==> config.mk <==
export PLATFORM = sky130hd
export DESIGN_NAME = stage_mppt_ctrl
export DESIGN_NICKNAME = d
export VERILOG_FILES = /design/src/rtl/mppt_pkg.sv /design/src/rtl/flag_sync.sv /design/src/rtl/charge_timer.sv /design/src/rtl/stage_switch_dec.sv /design/src/rtl/stage_mppt_ctrl.sv
export SDC_FILE = /design/constraint.sdc
export NUM_CORES = 1
export LEC_CHECK = 0
export BUFFER_PORTS_ARGS = -buffer_cell sky130_fd_sc_hd__buf_2
export CORE_MARGIN = 5
export CORE_UTILIZATION = 32
export CTS_BUF_LIST = sky130_fd_sc_hd__clkbuf_8 sky130_fd_sc_hd__clkbuf_16
export DETAILED_ROUTE_END_ITERATION = 12
export PLACE_DENSITY = 0.56
export SLEW_MARGIN = 20
export SYNTH_ARGS = -nofsm -noshare
export SYNTH_HDL_FRONTEND = slang
export SYNTH_SLANG_ARGS = --single-unit
==> constraint.sdc <==
create_clock -name clk_i -period 3.1 [get_ports clk_i]
set_clock_uncertainty 0.05 [all_clocks]
set_input_delay 0.31 -clock clk_i [delete_from_list [all_inputs] [get_ports clk_i]]
set_output_delay 0.31 -clock clk_i [all_outputs]
set_load 0.03 [all_outputs]
==> src/rtl/mppt_pkg.sv <==
package mppt_pkg;
  typedef enum logic [2:0] {
    ST_IDLE,
    ST_DISCH,
    ST_WAIT_LO,
    ST_WAIT_HI,
    ST_EVAL,
    ST_LOCK
  } mppt_state_e;
endpackage

==> src/rtl/flag_sync.sv <==
module flag_sync #(
  parameter int unsigned STAGES = 2
) (
  input  logic clk_i,
  input  logic rst_ni,
  input  logic d_i,
  output logic q_o,
  output logic rise_o
);
  logic [STAGES-1:0] sync_q;
  logic              prev_q;

  always_ff @(posedge clk_i or negedge rst_ni) begin
    if (!rst_ni) begin
      sync_q <= '0;
      prev_q <= 1'b0;
    end else begin
      sync_q <= {sync_q[STAGES-2:0], d_i};
      prev_q <= sync_q[STAGES-1];
    end
  end

  assign q_o    = sync_q[STAGES-1];
  assign rise_o = sync_q[STAGES-1] & ~prev_q;
endmodule

==> src/rtl/charge_timer.sv <==
module charge_timer #(
  parameter int unsigned CNT_W = 16
) (
  input  logic             clk_i,
  input  logic             rst_ni,
  input  logic             clear_i,
  input  logic             run_i,
  output logic [CNT_W-1:0] count_o,
  output logic             sat_o
);
  logic [CNT_W-1:0] cnt_q;

  assign sat_o = &cnt_q;

  always_ff @(posedge clk_i or negedge rst_ni) begin
    if (!rst_ni)                cnt_q <= '0;
    else if (clear_i)           cnt_q <= '0;
    else if (run_i && !sat_o)   cnt_q <= cnt_q + CNT_W'(1);
  end

  assign count_o = cnt_q;
endmodule

==> src/rtl/stage_switch_dec.sv <==
module stage_switch_dec #(
  parameter int unsigned NUM_STAGES = 5,
  localparam int unsigned SC_W = $clog2(NUM_STAGES + 1),
  localparam int unsigned NSW  = NUM_STAGES - 1
) (
  input  logic [SC_W-1:0] cnt_i,
  output logic [NSW-1:0]  en_o,
  output logic [NSW-1:0]  byp_o
);
  for (genvar i = 0; i < NSW; i++) begin : g_sw
    assign en_o[i]  = (cnt_i > SC_W'(i + 1));
    assign byp_o[i] = ~en_o[i];
  end
endmodule

==> src/rtl/stage_mppt_ctrl.sv <==
module stage_mppt_ctrl #(
  parameter int unsigned NUM_STAGES  = 5,
  parameter int unsigned CNT_W       = 16,
  parameter int unsigned SYNC_STAGES = 2,
  localparam int unsigned SC_W = $clog2(NUM_STAGES + 1),
  localparam int unsigned NSW  = NUM_STAGES - 1
) (
  input  logic            clk_i,
  input  logic            rst_ni,
  input  logic            start_i,
  input  logic            above_lo_i,
  input  logic            above_hi_i,
  output logic [NSW-1:0]  sw_en_o,
  output logic [NSW-1:0]  sw_byp_o,
  output logic            discharge_o,
  output logic            locked_o,
  output logic [SC_W-1:0] stage_cnt_o
);
  import mppt_pkg::*;

  localparam logic [SC_W-1:0] MAX_SC = SC_W'(NUM_STAGES);
  localparam logic [SC_W-1:0] ONE_SC = SC_W'(1);

  mppt_state_e      state_q, state_d;
  logic [SC_W-1:0]  stage_q, stage_d;
  logic [CNT_W-1:0] best_q, best_d;
  logic             first_q, first_d;
  logic             locked_q, locked_d;

  logic [1:0] flag_raw, flag_lvl, flag_rise;
  assign flag_raw = {above_hi_i, above_lo_i};

  for (genvar f = 0; f < 2; f++) begin : g_sync
    flag_sync #(.STAGES(SYNC_STAGES)) u_sync (
      .clk_i (clk_i),
      .rst_ni(rst_ni),
      .d_i   (flag_raw[f]),
      .q_o   (flag_lvl[f]),
      .rise_o(flag_rise[f])
    );
  end

  logic             lo_lvl, lo_rise, hi_rise;
  assign lo_lvl  = flag_lvl[0];
  assign lo_rise = flag_rise[0];
  assign hi_rise = flag_rise[1];

  logic [CNT_W-1:0] meas;
  logic             sat;
  logic             tmr_clear, tmr_run;

  assign tmr_clear = (state_q == ST_WAIT_LO);
  assign tmr_run   = (state_q == ST_WAIT_HI) && !hi_rise;

  charge_timer #(.CNT_W(CNT_W)) u_timer (
    .clk_i  (clk_i),
    .rst_ni (rst_ni),
    .clear_i(tmr_clear),
    .run_i  (tmr_run),
    .count_o(meas),
    .sat_o  (sat)
  );

  always_comb begin
    state_d  = state_q;
    stage_d  = stage_q;
    best_d   = best_q;
    first_d  = first_q;
    locked_d = locked_q;
    unique case (state_q)
      ST_IDLE, ST_LOCK: begin
        if (start_i) begin
          stage_d  = ONE_SC;
          first_d  = 1'b1;
          locked_d = 1'b0;
          state_d  = ST_DISCH;
        end
      end
      ST_DISCH:   if (!lo_lvl) state_d = ST_WAIT_LO;
      ST_WAIT_LO: if (lo_rise) state_d = ST_WAIT_HI;
      ST_WAIT_HI: if (hi_rise || sat) state_d = ST_EVAL;
      ST_EVAL: begin
        if (first_q || (meas < best_q)) begin
          best_d  = meas;
          first_d = 1'b0;
          if (stage_q < MAX_SC) begin
            stage_d = stage_q + ONE_SC;
            state_d = ST_DISCH;
          end else begin
            locked_d = 1'b1;
            state_d  = ST_LOCK;
          end
        end else begin
          stage_d  = stage_q - ONE_SC;
          locked_d = 1'b1;
          state_d  = ST_LOCK;
        end
      end
      default: state_d = ST_IDLE;
    endcase
  end

  always_ff @(posedge clk_i or negedge rst_ni) begin
    if (!rst_ni) begin
      state_q  <= ST_IDLE;
      stage_q  <= ONE_SC;
      best_q   <= '1;
      first_q  <= 1'b1;
      locked_q <= 1'b0;
    end else begin
      state_q  <= state_d;
      stage_q  <= stage_d;
      best_q   <= best_d;
      first_q  <= first_d;
      locked_q <= locked_d;
    end
  end

  stage_switch_dec #(.NUM_STAGES(NUM_STAGES)) u_dec (
    .cnt_i(stage_q),
    .en_o (sw_en_o),
    .byp_o(sw_byp_o)
  );

  assign discharge_o = (state_q == ST_DISCH);
  assign locked_o    = locked_q;
  assign stage_cnt_o = stage_q;
endmodule

==> results of run 1 <==
power breakdown:
group	internal [uW]	switching (uW)
sequential	691	117
clock	175	186
combinational	333	490
total	1200	793
per-stage QoR:
step | hold slack (ns) | power (uW) | worst slack [ns]
floorplan | -0.03559 | 1465 | 0.7547
global placement | 0.2834 | 1649 | 0.5872
detailed placement | 0.2870 | 1654 | 0.5534
CTS | 0.06270 | 2030 | 0.5411
global route | 0.05484 | 2156 | 0.3942
finish | 0.07811 | 1992 | 0.5710
logic make-up (layout without fill, tap and decap cells):
group                    count (synthesis)  in the layout
XOR/XNOR                                13             13
AO/OA/AOI/OAI                           35             35
adder cells (fa/ha/maj)                 21             21
AND/OR/NAND/NOR                         87             87
flip-flops                              46             46
buffers and inverters                   34             57
multiplexers                            18             18
metal layers:
| layer | up-vias | GRT usage, % |
|---|---|---|
| met1 | 861 | 14.19 |
| li1 | 925 | - |
| met4 | 0 | 3.272 |
| met2 | 23 | 16.10 |
| met5 | - | 0 |
| met3 | 4 | 2.273 |
cell usage after synthesis (all sizes together) (5+ instances only):
library cell	n
dfrtp	28
inv	28
nor2	28
ha	21
dfstp	18
mux2	16
nand2	15
a21oi	13
nand4	11
xor2	11
nand3	9
o21ai	8
nand2b	5
nor3	5
final timing paths:
check | start | to | slack (ns) | cells past startpoint
setup / recovery | best_q[15]$_DFFE_PN1P_ | best_q[10]$_DFFE_PN1P_ | 0.57 | 8
hold / removal | above_lo_i | g_sync[0].u_sync.sync_q[0]$_DFF_PN0_ | 0.08 | 1
setup reg to reg | best_q[15]$_DFFE_PN1P_ | best_q[10]$_DFFE_PN1P_ | 0.57 | 8
hold reg to reg | g_sync[1].u_sync.sync_q[0]$_DFF_PN0_ | g_sync[1].u_sync.sync_q[1]$_DFF_PN0_ | 0.30 | 0
max in group asynchronous | rst_ni | first_q$_DFFE_PN1P_ | 1.74 | 3
min in group asynchronous | rst_ni | u_timer.count_o[7]$_DFFE_PN0P_ | 0.51 | 2
state kept, by name, indices dropped and copies added, names as in the netlist:
register / flops
state_q: 3
best_q: 16
first_q: 1
u_timer.count_o: 16
g_sync.u_sync.prev_q: 2
locked_o: 1
g_sync.u_sync.sync_q: 4
stage_cnt_o: 3
cells in the final DEF, fill, tap and decap left out, drive strengths merged, types with 2 or more instances in the layout:
cell type	netlist	routed
nor2	28	28
mux2	16	16
xor2	11	11
nand3b	3	3
o2bb2ai	2	2
nand2b	5	5
mux2i	2	2
a2111oi	2	2
a21oi	13	13
inv	28	30
buf	3	20
ha	21	21
nand2	15	15
dfstp	18	18
clkbuf	3	6
o21ai	8	8
or2	2	2
dfrtp	28	28
o31ai	2	2
nor4	3	3
nor3	5	5
xnor2	2	2
nand3	9	9
nand4	11	11
cell type report:
type | count | share of cell area, %
Inverter | 28 | 3.540
Clock inverter | 2 | 0.2528
Timing Repair Buffer | 21 | 3.961
Multi-Input combinational cell | 174 | 45.51
Tap cell | 105 | 4.425
Clock buffer | 6 | 2.781
Sequential cell | 46 | 39.53
worst register-to-register path, delay by kind of cell (launching register included):
family                     cells  cell delay (ns)
buffers and inverters          1             0.04
muxes                          1             0.38
DFF                            1             0.53
adders and majority gates      1             0.32
and+or+nand+nor                4             0.94
AOI/OAI and AO/OA              1             0.21
what timing repair did:
action | CTS | global route
hold buffers | 1 | 0
setup endpoints to repair | 0 | 0
endpoints found under the hold margin | 9 | 0
resized for setup | 0 | 0
==> results.md, run 1 <==
- Status: completed
- Rel. slew slack: 54.77%
- Met2 WL: 2.112 mm
- Maximum root-to-sink buffer count: 2
- CP Capture Type: register
- Drt first pass iters: 5
- Area Overhead vs Synth: 11.36%
- Vias post-DR: 1813
- Chip width: 101.3 microns
- Mux share of post-synthesis cell area: 8.775%
- Leak: 0.001332 uW
- Routed len/inst: 12.30 microns
- Utilization after layout: 36.32%
- Synth Area in Adders: 9.855%
- Diode count: 0
- Fillers: 826
- Primary FF master, synth: dfrtp_1
- Rows: 33
- CP Data Required Time: 3.27 ns
- Slowest stage delay, CP: 0.53 ns
- Mapped Cells: 254
- RSZ-0062 raised after global routing: no
- Multi-input gate area: 1351 sq um
- M1 WL: 2.417 mm
- Total number of yosys warnings: 0
- Peak VDD IR: 0.2345 mV
- Share of cells above drive strength 1: 26.35%
- Critical-path cell list: inv_1, ha_1, nand4_2, nor3_1, nor4_2, a31oi_4, nor2_8, mux2_2
- Core region area: 8175 sq um
- Fmax: 395.4 MHz
- Final GP Congestion: 0.8057
- EDFF count, synth: 0
- Cell accounting for the most synthesized area: dfrtp_1
- Vias in the first global route: 1800
- Crit path time final: 2.529 ns
- Worst min path class: in -> reg
- Slew Limit Fails: 0
- Top Metal Used: met4
- CP max FO: 16
- XOR/XNOR Fraction of Synth Area: 4.270%
- Non-Filler Instances: 382
- CTS tree: yes
- Measured slew at the worst slew-check pin: 0.6732 ns
- Family with the most delay on the worst path: simple AND/OR/NAND/NOR gates
- Pwr per Cell Area: 671.0 nW/um^2
- DR WL met3: 115 microns
- Drt initial violations: 57
- Share of synthesized flip-flops with an asynchronous set or reset: 100.0%
- WP buf/inv: 1
- Combinational family with the most area after synthesis: simple AND/OR/NAND/NOR gates
- Critical path arrival: 2.70 ns
- Die Y: 101.3 microns
- Port Buf Inserts: 17
- Setup CP Type: reg -> reg
- Compound-Gate Fraction of Synth Area: 9.057%
- H-tree depth: 2
- Reg area: 1174 sq um
- Initial Util: 32.61%
- Design Area, Final: 2969 sq um
- Root buf cell: clkbuf_8
- Total clock sinks: 46
- Final hold vios: 0
- Post-DP HPWL: 3.528 mm
- Clock Latency Late Sink: 0.29 ns
- Placed instance area: 2869 sq um
- WL final: 4.698 mm
- Vias per cell: 4.746
- ANT nets after route: 0
- Placed Cells: 373
- Max Cap Viol: 0
- Mapped cell area: 2666 sq um
- Final setup viols: 0
- Final period util: 81.58%
- Die Area: 10260 sq um
- Post-CTS setup repair buffer count: 0
- Syn Nets: 280
- CTS Buf Count: 5
- Worst-path cell with the longest stage delay: dfstp_2
- Yosys top cell area share: 26.28%
- Total GRT Usage: 10.29%
- Ranking of synthesized cells by area: dfrtp_1, dfstp_2, ha_1
- Worst Setup Start Kind: register
- DRC: 0
- Syn_area_per_cell: 10.50 sq um
- First-pass GRT wire length: 8.500 mm
- Gr ovfl total: 0
- Netlist cell types: 49
- Num ports: 18
- Largest net degree at the start of global routing: 29
- Worst-path clk slew: 0.08 ns
- TNS Setup: 0 ns
- Simple-gate share of the synthesized area: 18.54%
- Sequential element share of the synthesized area: 44.02%
- Final nets: 302
- Initial antenna violation count: 0
- Register bit total from synthesis: 46
Power figures use the tool's default switching activity.
==> inputs of run 2 (changes only) <==
--- a/config.mk
+++ b/config.mk
@@ -5,6 +5,7 @@
 export SDC_FILE = /design/constraint.sdc
 export NUM_CORES = 1
 export LEC_CHECK = 0
+export ABC_AREA = 1
 export BUFFER_PORTS_ARGS = -buffer_cell sky130_fd_sc_hd__buf_2
 export CORE_MARGIN = 5
 export CORE_UTILIZATION = 32
==> constraint.sdc (replaced) <==
create_clock -name clk_i -period 2.5 [get_ports clk_i]
set_clock_uncertainty 0.05 [all_clocks]
set_input_delay 0.25 -clock clk_i [delete_from_list [all_inputs] [get_ports clk_i]]
set_output_delay 0.25 -clock clk_i [all_outputs]
set_load 0.03 [all_outputs]
==> run 2 against run 1 <==
Critical path depth increased by 4. Global-route usage increased by 0.73 points. Core utilization increased by 0.83 points. Setup slack got worse by 0.15 ns. Design area increased by 3.8%. Highest routed layer unchanged.
==> results.md, run 2 <==
- H-tree depth: 2 (unchanged)
- Crit path time final: 2.082 ns (-0.4470 ns)
- Worst-path cell with the longest stage delay: dfstp_2
- Combinational family with the most area after synthesis: simple AND/OR/NAND/NOR gates
- Synth Area in Adders: 9.563% (-0.29 points)
- Final hold vios: 0 (unchanged)
- Drt initial violations: 73 (+28%)
- Area Overhead vs Synth: 12.20%
- Syn_area_per_cell: 8.586 sq um (-18%)
- Worst Setup Start Kind: register
- Vias post-DR: 2026 (+12%)
- Drt first pass iters: 4 (-1)
- CTS Buf Count: 5 (unchanged)
- Compound-Gate Fraction of Synth Area: 13.43% (+4.4 points)
- Measured slew at the worst slew-check pin: 0.9137 ns (+0.2405 ns)
- Critical path arrival: 2.26 ns (-0.44 ns)
- Non-Filler Instances: 450 (+18%)
- Reg2reg end: best_q[14]$_DFFE_PN1P_
- Most frequent cell after synthesis: nand2_1
- Final GP Congestion: 0.8049 (about the same)
- Fmax: 480.3 MHz (+21%)
- Placed Cells: 440 (+18%)
- Final setup viols: 0 (unchanged)
- Initial antenna violation count: 0 (unchanged)
- WL final: 5.331 mm (+13%)
- Mapped cell area: 2748 sq um (+3.1%)
- Total clock sinks: 46 (unchanged)
- Critical-path cell list: inv_1, ha_1, a21oi_1, nor2_1, nor3_1, nand2_1, nand2_1, nand2_2, nand2_4, nand2_8, nor2_1, a21oi_2
- Sequential fraction of design power: 35.0% (-5.6 points)
- Post-cts resize count: 0 (unchanged)
- Slowest stage delay, CP: 0.55 ns (+0.02 ns)
- Syn Nets: 346 (+24%)
- Reg area: 1174 sq um (unchanged)
- Ranking of synthesized cells by area: dfrtp_1, dfstp_2, ha_1
- Multi-input gate area: 1285 sq um (-4.9%)
- Netlist cell types: 37 (-24%)
- Most common cell after layout, fill and taps aside: nand2_1
- Worst min path class: in -> async
- Die Y: 102.7 microns (+1.4%)
- Core region area: 8299 sq um (+1.5%)
- Gr ovfl total: 0 (unchanged)
- TNS Setup: 0 ns (unchanged)
- Rows: 33 (unchanged)
- Final period util: 83.28% (+1.7 points)
- Sequential element share of the synthesized area: 42.71% (-1.3 points)
- Leak: 0.001405 uW (+5.5%)
- Final nets: 370 (+23%)
- Worst reg2reg startpoint: best_q[5]$_DFFE_PN1P_
- Internal cell power: 1652 uW (+38%)
- Post-DP HPWL: 3.944 mm (+12%)
- R2R cell count: 12 (+4)
- Mux share of post-synthesis cell area: 0% (-8.8 points)
- Slew Limit Fails: 0 (unchanged)
- CP Data Required Time: 2.68 ns (-0.59 ns)
- First-pass GRT wire length: 9.225 mm (+8.5%)
- Pwr per Cell Area: 904.5 nW/um^2 (+35%)
- Peak VDD IR: 0.2651 mV (+13%)
- Diode count: 0 (unchanged)
- Initial Util: 33.11% (+0.49 points)
- Total GRT Usage: 11.02% (+0.73 points)
- DRC: 0 (unchanged)
- XOR/XNOR Fraction of Synth Area: 0.6375% (-3.6 points)
- ANT nets after route: 0 (unchanged)
- Vias in the first global route: 2035 (+13%)
- RSZ-0062 raised after global routing: no
- Clock share of power: 24.7% (+6.6 points)
- Rel. slew slack: 39.09% (-16 points)
- Most frequent cells in the layout: nand2_1, inv_1, dfrtp_1, nor2_1, ha_1
- Setup CP Type: reg -> reg
- Hold slack: 0.02602 ns (-0.05210 ns)
- Share of cells above drive strength 1: 24.35% (-2.0 points)
- Status: completed
- CP max FO: 32 (+16)
- CTS tree: yes
- Num ports: 18 (unchanged)
- Comb pwr share: 40.3% (-1.0 points)
- Routed len/inst: 11.85 microns (-3.7%)
- Maximum root-to-sink buffer count: 2 (unchanged)
- Largest net degree at the start of global routing: 42 (+45%)
- Root buf cell: clkbuf_8
- Yosys top cell area share: 25.50% (-0.78 points)
- Port Buf Inserts: 17 (unchanged)
- Register bit total from synthesis: 46 (unchanged)
- Worst-path clk slew: 0.09 ns (about the same)
- Die Area: 10540 sq um (+2.7%)
- Fillers: 854 (+3.4%)
- Share of synthesized flip-flops with an asynchronous set or reset: 100.0% (unchanged)
- Total number of yosys warnings: 0 (unchanged)
- Primary FF master, synth: dfrtp_1
- Max Cap Viol: 0 (unchanged)
- EDFF count, synth: 0 (unchanged)
- Simple-gate share of the synthesized area: 23.13% (+4.6 points)
- R2R setup slack: 0.42 ns (-0.15 ns)
- Switching Fraction: 40.75% (+0.93 points)
- Chip width: 102.7 microns (+1.4%)
- Commonest cells in the netlist: nand2_1, inv_1, dfrtp_1
- Clock Latency Late Sink: 0.30 ns (about the same)
- Vias per cell: 4.502 (-5.1%)
- P_sw: 1136 uW (+43%)
- CP Capture Type: register
- Mapped Cells: 320 (+26%)
- Cell accounting for the most synthesized area: dfrtp_1
-- run 2: metrics by stage --
stage               power, uW  util (%)  cell area [sq um]  setup slack (ns)
floorplan                1933         -               2748            0.2089
global placement         2114     35.19               2920            0.4658
detailed placement       2130     35.19               2920            0.4306
CTS                      2835     37.15               3083            0.4119
global route             3019     37.15               3083            0.2255
finish                   2788     37.15               3083            0.4180
-- run 2: worst max path at each step --
stage | startpoint | endpoint | slack, ns | cells past startpoint
6_report | best_q[5]$_DFFE_PN1P_ | best_q[14]$_DFFE_PN1P_ | 0.42 | 12
5_1_grt | best_q[5]$_DFFE_PN1P_ | best_q[14]$_DFFE_PN1P_ | 0.23 | 12
4_1_cts | best_q[5]$_DFFE_PN1P_ | best_q[14]$_DFFE_PN1P_ | 0.41 | 12
3_5_place_dp | best_q[5]$_DFFE_PN1P_ | best_q[14]$_DFFE_PN1P_ | 0.43 | 12
3_3_place_gp | best_q[5]$_DFFE_PN1P_ | best_q[14]$_DFFE_PN1P_ | 0.47 | 12
2_1_floorplan | stage_cnt_o[0]$_DFFE_PN1P_ | sw_byp_o[2] | 0.21 | 5
-- run 2: area by class of cell --
type / instances / area share, %
multi-input cells: 210 / 41.68
flip-flops and latches: 46 / 38.07
inverters: 60 / 7.468
well taps: 105 / 4.261
repair buffers: 21 / 3.896
clock buffers: 6 / 2.679
clock inverters: 2 / 1.948
-- run 2: per-layer routing --
metal	up-vias	track usage, %	routed length [microns]
met1	933	14.15	2554
met3	5	1.691	134
li1	1068	-	-
met2	20	18.62	2549
met4	0	4.339	92
met5	-	0	0
-- run 2: logic make-up (layout without fill, tap and decap cells) --
family                     count (synthesis)  in the layout
AOI/OAI and AO/OA                         59             59
DFF                                       46             46
xor gates and xnor gates                   2              2
adders and majority gates                 21             21
and+or+nand+nor                          128            128
buffers and inverters                     64             89
-- run 2: what timing repair did --
action                                 CTS  global route
endpoints found under the hold margin    2             0
buffers inserted                         0             0
hold buffers                             2             0
-- run 2: power groups by stage --
stage,combinational [uW],sequential (uW),clock (uW)
floorplan,919,1010,0
global placement,1120,990,0
detailed placement,1140,990,0
CTS,1150,978,709
global route,1290,993,737
finish,1120,977,688
-- run 2: worst max-delay path: cells and delay by family (launching register included) --
kind,cells,cell delay [ns]
flip-flops,1,0.55
buffers and inverters,1,0.04
AND/OR/NAND/NOR,8,0.89
AO/OA/AOI/OAI,2,0.17
adder cells (fa/ha/maj),1,0.30
